$ cat src/rtl/tlb_pkg.sv
package tlb_pkg;

  localparam int PAGE_SHIFT = 12;
  localparam int VPN_W      = 32 - PAGE_SHIFT;
  localparam int PFN_W      = 20;

  localparam int TAG_GLOBAL = 11;
  localparam int TAG_VALID  = 10;

  localparam int DAT_CACHE  = 20;
  localparam int DAT_READ   = 21;
  localparam int DAT_WRITE  = 22;
  localparam int DAT_EXEC   = 23;

  typedef enum logic [1:0] {
    KIND_READ  = 2'd0,
    KIND_WRITE = 2'd1,
    KIND_FETCH = 2'd2,
    KIND_RSVD  = 2'd3
  } kind_e;

  function automatic logic [VPN_W-1:0] page_of(input logic [31:0] addr);
    return addr[31:PAGE_SHIFT];
  endfunction

  function automatic logic tag_matches(input logic [31:0] tag,
                                       input logic [VPN_W-1:0] vpn,
                                       input logic pid_equal);
    return (tag[31:PAGE_SHIFT] == vpn) && (tag[TAG_GLOBAL] || pid_equal);
  endfunction

  function automatic logic kind_allowed(input logic [1:0] kind,
                                        input logic [31:0] data);
    case (kind)
      KIND_READ:  return data[DAT_READ];
      KIND_WRITE: return data[DAT_WRITE];
      KIND_FETCH: return data[DAT_EXEC];
      default:    return 1'b0;
    endcase
  endfunction

  function automatic logic [31:0] frame_addr(input logic [31:0] data);
    return {data[PFN_W-1:0], {PAGE_SHIFT{1'b0}}};
  endfunction

endpackage

$ cat src/rtl/tlb_store.sv
module tlb_store #(
  parameter int WAYS  = 4,
  parameter int SETS  = 16,
  parameter int WAY_W = 2,
  parameter int SET_W = 4
) (
  input  logic                 clk,
  input  logic                 rst_n,
  input  logic                 wr_en,
  input  logic [WAY_W-1:0]     wr_way,
  input  logic [SET_W-1:0]     wr_set,
  input  logic [31:0]          wr_tag,
  input  logic [31:0]          wr_data,
  input  logic [SET_W-1:0]     rd_set,
  output logic [WAYS*32-1:0]   rd_tag,
  output logic [WAYS*32-1:0]   rd_data
);
  localparam int ENTRIES = WAYS * SETS;

  logic [31:0] tag_q  [ENTRIES];
  logic [31:0] data_q [ENTRIES];

  for (genvar e = 0; e < ENTRIES; e++) begin : g_entry
    logic entry_we;
    assign entry_we = wr_en && (wr_way == WAY_W'(e / SETS)) &&
                      (wr_set == SET_W'(e % SETS));
    always_ff @(posedge clk) begin
      if (!rst_n) begin
        tag_q[e]  <= '0;
        data_q[e] <= '0;
      end else if (entry_we) begin
        tag_q[e]  <= wr_tag;
        data_q[e] <= wr_data;
      end
    end
  end

  for (genvar w = 0; w < WAYS; w++) begin : g_read
    assign rd_tag[w*32 +: 32]  = tag_q[w*SETS + int'(rd_set)];
    assign rd_data[w*32 +: 32] = data_q[w*SETS + int'(rd_set)];
  end

endmodule

$ cat src/rtl/tlb_match.sv
module tlb_match #(
  parameter int WAYS  = 4,
  parameter int PID_W = 8
) (
  input  logic [WAYS*32-1:0]          rd_tag,
  input  logic [tlb_pkg::VPN_W-1:0]   vpn,
  input  logic [PID_W-1:0]            pid,
  output logic [WAYS-1:0]             way_match
);
  for (genvar w = 0; w < WAYS; w++) begin : g_way
    logic [31:0] tag;
    logic        pid_eq;
    logic        unused_bits;
    assign tag         = rd_tag[w*32 +: 32];
    assign pid_eq      = (tag[PID_W-1:0] == pid);
    assign unused_bits = ^tag[10:PID_W];
    assign way_match[w] = tlb_pkg::tag_matches(tag, vpn, pid_eq);
  end
endmodule

$ cat src/rtl/tlb_pick.sv
module tlb_pick #(
  parameter int WAYS = 4
) (
  input  logic [WAYS-1:0] way_match,
  output logic [WAYS-1:0] way_grant
);
  always_comb begin
    logic found;
    found     = 1'b0;
    way_grant = '0;
    for (int w = 0; w < WAYS; w++) begin
      if (way_match[w] && !found) begin
        way_grant[w] = 1'b1;
        found        = 1'b1;
      end
    end
  end
endmodule

$ cat src/rtl/tlb_lookup.sv
module tlb_lookup #(
  parameter int NUM_WAYS    = 4,
  parameter int NUM_ENTRIES = 64,
  parameter int PID_W       = 8,
  localparam int SETS  = NUM_ENTRIES / NUM_WAYS,
  localparam int WAY_W = (NUM_WAYS > 1) ? $clog2(NUM_WAYS) : 1,
  localparam int SET_W = (SETS > 1) ? $clog2(SETS) : 1
) (
  input  logic              clk,
  input  logic              rst_n,
  input  logic              wr_en,
  input  logic [WAY_W-1:0]  wr_way,
  input  logic [SET_W-1:0]  wr_set,
  input  logic [31:0]       wr_tag,
  input  logic [31:0]       wr_data,
  input  logic              lk_valid,
  input  logic [31:0]       lk_vaddr,
  input  logic [1:0]        lk_kind,
  input  logic [PID_W-1:0]  lk_pid,
  output logic              rs_valid,
  output logic              rs_hit,
  output logic [31:0]       rs_paddr,
  output logic              rs_cache,
  output logic              rs_read,
  output logic              rs_write,
  output logic              rs_exec,
  output logic              rs_fault
);
  import tlb_pkg::*;

  logic [VPN_W-1:0]       req_vpn;
  logic [SET_W-1:0]       req_set;
  logic [NUM_WAYS*32-1:0] set_tags;
  logic [NUM_WAYS*32-1:0] set_data;
  logic [NUM_WAYS-1:0]    way_match;
  logic [NUM_WAYS-1:0]    way_grant;
  logic [31:0]            hit_data;
  logic                   hit_now;
  logic                   fault_now;
  logic                   unused_data;

  assign req_vpn = page_of(lk_vaddr);
  assign req_set = SET_W'(req_vpn & VPN_W'(SETS - 1));

  tlb_store #(.WAYS(NUM_WAYS), .SETS(SETS), .WAY_W(WAY_W), .SET_W(SET_W)) u_store (
    .clk(clk), .rst_n(rst_n),
    .wr_en(wr_en), .wr_way(wr_way), .wr_set(wr_set),
    .wr_tag(wr_tag), .wr_data(wr_data),
    .rd_set(req_set), .rd_tag(set_tags), .rd_data(set_data)
  );

  tlb_match #(.WAYS(NUM_WAYS), .PID_W(PID_W)) u_match (
    .rd_tag(set_tags), .vpn(req_vpn), .pid(lk_pid), .way_match(way_match)
  );

  tlb_pick #(.WAYS(NUM_WAYS)) u_pick (
    .way_match(way_match), .way_grant(way_grant)
  );

  always_comb begin
    hit_data = '0;
    for (int w = 0; w < NUM_WAYS; w++) begin
      if (way_grant[w]) hit_data = hit_data | set_data[w*32 +: 32];
    end
  end

  assign hit_now     = |way_match;
  assign fault_now   = hit_now && !kind_allowed(lk_kind, hit_data);
  assign unused_data = ^hit_data[31:24];

  always_ff @(posedge clk) begin
    if (!rst_n) begin
      rs_valid <= 1'b0;
      rs_hit   <= 1'b0;
      rs_paddr <= '0;
      rs_cache <= 1'b0;
      rs_read  <= 1'b0;
      rs_write <= 1'b0;
      rs_exec  <= 1'b0;
      rs_fault <= 1'b0;
    end else begin
      rs_valid <= lk_valid;
      rs_hit   <= lk_valid && hit_now;
      rs_paddr <= (lk_valid && hit_now) ? frame_addr(hit_data) : '0;
      rs_cache <= lk_valid && hit_now && hit_data[DAT_CACHE];
      rs_read  <= lk_valid && hit_now && hit_data[DAT_READ];
      rs_write <= lk_valid && hit_now && hit_data[DAT_WRITE];
      rs_exec  <= lk_valid && hit_now && hit_data[DAT_EXEC];
      rs_fault <= lk_valid && fault_now;
    end
  end

endmodule

$ cat config.mk
export PLATFORM = sky130hd
export DESIGN_NAME = tlb_lookup
export DESIGN_NICKNAME = d
export VERILOG_FILES = /design/src/rtl/tlb_pkg.sv /design/src/rtl/tlb_store.sv /design/src/rtl/tlb_match.sv /design/src/rtl/tlb_pick.sv /design/src/rtl/tlb_lookup.sv
export SDC_FILE = /design/constraint.sdc
export NUM_CORES = 2
export LEC_CHECK = 0
export CAP_MARGIN = 30
export CORE_ASPECT_RATIO = 2
export CORE_MARGIN = 3
export CORE_UTILIZATION = 57
export CTS_CLUSTER_DIAMETER = 80
export DETAILED_ROUTE_END_ITERATION = 6
export PLACE_DENSITY = 0.73
export SYNTH_ARGS = -nofsm -noshare
export SYNTH_HDL_FRONTEND = slang
export SYNTH_SLANG_ARGS = --single-unit
export TNS_END_PERCENT = 100
$ cat constraint.sdc
create_clock -name clk -period 13 [get_ports clk]
set_input_delay 2.6 -clock clk [delete_from_list [all_inputs] [get_ports clk]]
set_output_delay 2.6 -clock clk [all_outputs]
set_load 0.005 [all_outputs]
-- Word-level counts from Yosys, hierarchy flattened
Memories as Yosys holds them, arrays and structs flattened.
Cells that the tools add are included.
- bitwise operators: 131
- divide/modulo/power cells: 0
- reductions and logical operators: 95
- $lt $le $gt $ge: 0
- add/sub/neg operators: 3
- multiply operators: 0
- equality and inequality tests: 28
- mux-type cells: 332
- shift operators: 0
- operator list (kind ; number):
    2-to-1 mux 32 bit ; 128
    2-to-1 mux 1 bit ; 199
    OR 1 bit ; 128
    2-to-1 mux 24 bit ; 4
    logical AND 1 bit ; 82
    equality test 20 bit ; 4
    OR 24 bit ; 3
    equality test 4 bit (second input constant) ; 8
    equality test 8 bit ; 4
    equality test 4 x 3 -> 1 bit (second input constant) ; 4
    adder 6 x 4 -> 6 bit (first input constant) ; 2
    equality test 4 x 2 -> 1 bit (second input constant) ; 2
    adder 5 x 4 -> 6 bit (first input constant) ; 1
    equality test 2 bit (second input constant) ; 3
    equality test 2 x 1 -> 1 bit (second input constant) ; 2
    equality test 4 x 1 -> 1 bit (second input constant) ; 1
    logical NOT 1 bit ; 4
    logical NOT 2 bit ; 2
    logical NOT 4 bit ; 1
    logical OR 1 bit ; 4
    OR reduction 4 bit ; 1
    one-hot mux 1 bit (3 select lines) ; 1
    AND reduction 2 bit ; 1
- input bits: 116
- register bits after elaboration: 39
- bits in read-only memories: 0
- memories kept: 2
- memory bits (writable): 4096
- bits in latches: 0
- memory list (name ; depth ; width ; rd ports ; clocked after Yosys merged registers in ; wr ports ; RTL line ; text):
    u_store.data_q ; 64 ; 32 ; 4 ; 0 ; 64 ; tlb_store.sv:21 ; logic [31:0] data_q [ENTRIES];
    u_store.tag_q ; 64 ; 32 ; 4 ; 0 ; 64 ; tlb_store.sv:20 ; logic [31:0] tag_q [ENTRIES];

-- Logic depth before layout (Yosys ltp)
An unclocked memory read counts as a cell.
- word-level depth: 19
- depth in mapped cells: 19
- mapped depth without buffers: 11

-- By module
From an unflattened synthesis, not the netlist that was laid out.
- cells, all modules: 11797
- area total of the unflattened synthesis: 184718.4 um^2
- modules (own cells, without submodules) (module ; seq. area each (um^2) ; instances ; area an instance (um^2) ; cells each):
    tlb_store ; 122998.0 ; 1 ; 182204.7 ; 11511
    tlb_match ; 0.0 ; 1 ; 1249.9 ; 153
    tlb_lookup ; 540.5 ; 1 ; 1227.4 ; 129
    tlb_pick ; 0.0 ; 1 ; 36.3 ; 4

-- Worst setup path after synthesis
No wires, ideal clock.
- kind: input-to-reg
- from: input port wr_way[0]
- to: memory u_store.data_q[0][0] (enable)
- cell stages on the path: 4
- arrival time: 7.133 ns
- data required time: 12.463 ns
- path slack: 5.330 ns
- path buffers: 2
- library setup time: 0.537 ns
- cell sequence: or3b_2 -> clkbuf_1 -> clkbuf_1 -> o21ai_0
- RTL lines (what ; RTL line ; text):
    start: declaration ; tlb_lookup.sv:12 ; input logic [WAY_W-1:0] wr_way,
    end: declaration ; tlb_store.sv:21 ;

-- Final worst setup path
- from: input port lk_vaddr[12]
- to: register rs_fault
- cells in the longest elaborated chain, start to end: 19
- elaborated cells between the ends (all ways): 45
- classes of those cells: add/sub (3); eq/ne (8); mux (11); bitwise (3); reduce/logical (18); memory (2)
- RTL lines (what ; RTL line ; text):
    start: declaration ; tlb_lookup.sv:17 ; input logic [31:0] lk_vaddr,
    branches (longest 17 deep; another with memory (64 x 32 bit)) ; n/a ;
    logical AND 1 bit * ; tlb_lookup.sv:68 ; assign fault_now = hit_now && !kind_allowed(lk_kind, hit_data);
    logical AND 1 bit * ; tlb_lookup.sv:89 ; rs_fault <= lk_valid && fault_now;
    end signal: assignment ; tlb_lookup.sv:89 ;
    end: declaration ; tlb_lookup.sv:27 ; output logic rs_fault
Mark *: on every way between the ends.
A chain may end at the register's enable or synchronous reset.

==> impl_metrics.tcl <==
set metrics [dict create \
    status "finished clean" \
    ys_seq_area_frac 0.654 \
    die_h_um 747 \
    yosysTopAreaCellShare 0.650 \
    cp.arrival_ps 9600 \
    clockBufferDepth 4 \
    grt_max_degree 126 \
    firstDrtPassIters 6 \
    cts_max_level 5 \
    slowest_stage "o31ai_1" \
    synth_edf_count 3392 \
    tns_ps 0 \
    vias 93000 \
    cpPeakStageDelay_ps 850 \
    ys_warn_count 0 \
    io-pin-count 155 \
    yosysMostFrequentCell "and2_1" \
    synth.area.top_cells "edfxtp_1 65%, and2_1 14%, mux4_2 11%" \
    maxCapViolCount 0 \
    synth_common_cells "3425 x and2_1, 3392 x edfxtp_1, 761 x mux4_2, 714 x clkbuf_1, 280 x mux2i_1" \
    fin_crit_ps 8750 \
    largest_reg_flops 1856 \
    grt_pass1_wl_mm 713 \
    whs_ps 959 \
    async_flop_share 0 \
    wire_per_inst_um 37.6 \
    drtIter0Drc 14100 \
    start_util 0.574 \
    grt_pass1_vias 94900 \
    insertion_delay_ps 910 \
    area_delta_synth_final_pct 9.39 \
    cts_sinks 3419 \
    grt_overflow 0 \
    leakage_nw 58.9 \
    cts_resized 0 \
    nets 9987 \
    reg_top3 "u_store.tag_q (1856), u_store.data_q (1536), rs_paddr (20)" \
    finalHoldViolCount 0 \
    antenna_found_initial 45 \
    cts_hold_buf 0 \
    core_area_um2 273000 \
    place_hpwl_mm 291 \
    worstPathCellList "buf_8 -> buf_12 -> clkinv_2 -> buf_4 -> mux2i_1 -> o221ai_1 -> a221oi_1 -> o2bb2ai_1 -> o31ai_1 -> nor4b_4 -> buf_12 -> or4_1 -> nor2b_1 -> o32ai_1 -> o221a_1" \
    die_area_um2 282000 \
    drt-total-wl_mm 514 \
    criticalPathCategory "in -> reg" \
    dp_slack_ps 3540 \
    tightest_slew_ps 1110 \
    drv_slew 0 \
    slew_headroom 0.263 \
    rows 271 \
    peakVddDrop_mv 0.108 \
    syn-instance-count 10100 \
    setup_viol 0 \
    syn_area_per_cell_um2 15.5 \
    path_max_fanout 48 \
    grtUsageTotal 0.366 \
    crit_required_ps 13850 \
    rsz0062_at_grt "false" \
    final_area_um2 171000 \
    io_buffers 119 \
    yosysTopAreaCell "edfxtp_1" \
    root_buffer "clkbuf_16" \
    place_area_um2 162000 \
    max_freq_mhz 114 \
    cp-end-kind "register" \
    syn_area_um2 157000 \
    viasPerCell 6.80 \
    ys_seq_elements 3419 \
    cts_setup_buffers 0 \
    yosysUniqueCellTypes 84 \
    start_kind "input pin" \
    skew_ps 48.8 \
    p_per_area_nw_per_um2 139 \
    hp-class "reg -> reg" \
    setup_slack_ps 4250 \
    power_mw 23.8 \
    tritoncts "done" \
    synth-main-ff-cell "edfxtp_1" \
    ant_nets 0 \
    globalplace.congestion 0.900 \
    regMostFlops "u_store.tag_q" \
    final_layout_size_suffix_gt1_frac 0.183 \
    cts_buffers 298 \
    drc 0 \
    die_w_um 377 \
    cts.clk_slew.worst_paths_ps 70 \
    min_period_over_period 0.673 \
    crit_top_cell "buf_12" \
]
-- critical path: cells and delay by family --
family                 cells  cell delay (ps)
AOI/OAI and AO/OA          6             2780
buffers and inverters      5             2340
and+or+nand+nor            3             1400
muxes                      1              240
-- layout make-up --
class | instances | area (µm²)
antenna | 37 | 92.6
clock buffer | 365 | 8010
sequential | 3419 | 102000
clock inverter | 162 | 1490
fill | 19100 | 102000
tap | 3549 | 4440
inverter | 25 | 105
multi-input combinational | 5658 | 50800
timing repair buffer | 469 | 4060
-- worst paths after layout --
check	slack, ps	startpoint	to	cells after the start
worst max register to register	7450	u_store.tag_q[27][1]	rs_fault	12
worst max-delay path	4250	lk_vaddr[12]	rs_fault	15
worst min-delay path	960	u_store.data_q[63][5]	rs_paddr[17]	4
worst min register to register	960	u_store.data_q[63][5]	rs_paddr[17]	4
-- where the power goes --
group	leakage (nW)	internal, mW	switching (mW)
Clock	4.65	4.90	4.08
Sequential	32.5	12.7	0.164
Combinational	21.8	0.692	1.31
-- cells by family (layout without fill, tap and decap cells) --
group | Yosys count | count (layout) | share of synthesized area
and+or+nand+nor | 3889 | 3889 | 0.151
xor gates and xnor gates | 111 | 111 | 0.00620
buffers and inverters | 1067 | 1021 | 0.0307
DFF | 3419 | 3419 | 0.654
other | 1 | 49 | 0.0000239
muxes | 1134 | 1134 | 0.135
AOI/OAI and AO/OA | 512 | 512 | 0.0228
-- through the flow --
stage | util | cells
after floorplan | - | 10100
after global placement | 0.591 | 13100
after detailed placement | 0.592 | 13100
after CTS | 0.627 | 13600
after global routing | 0.628 | 13700
final | 0.628 | 13700
-- cell usage in the layout (no fill, tap or decap), types with 49 or more instances in the layout --
cell type / count
nor2_1: 67
a21oi_1: 63
buf_2: 55
clkdlybuf4s50_1: 60
clkinv_2: 55
clkbuf_16: 309
o21ai_4: 64
o22ai_1: 59
nor2_4: 65
mux2_2: 79
buf_4: 312
clkinv_1: 55
a22oi_1: 64
mux2i_1: 280
xnor2_1: 74
nand2_1: 120
edfxtp_1: 3392
mux4_2: 761
clkbuf_1: 49
and2_1: 3424
-- per-layer routing --
layer  track usage  wire length [µm]  share of wire
met1         0.414            156000           0.30
met4         0.287             49400          0.096
met5             0               212        0.00041
met2         0.601            250000           0.49
met3        0.0813             58000           0.11
Power figures use the tool's default switching activity.
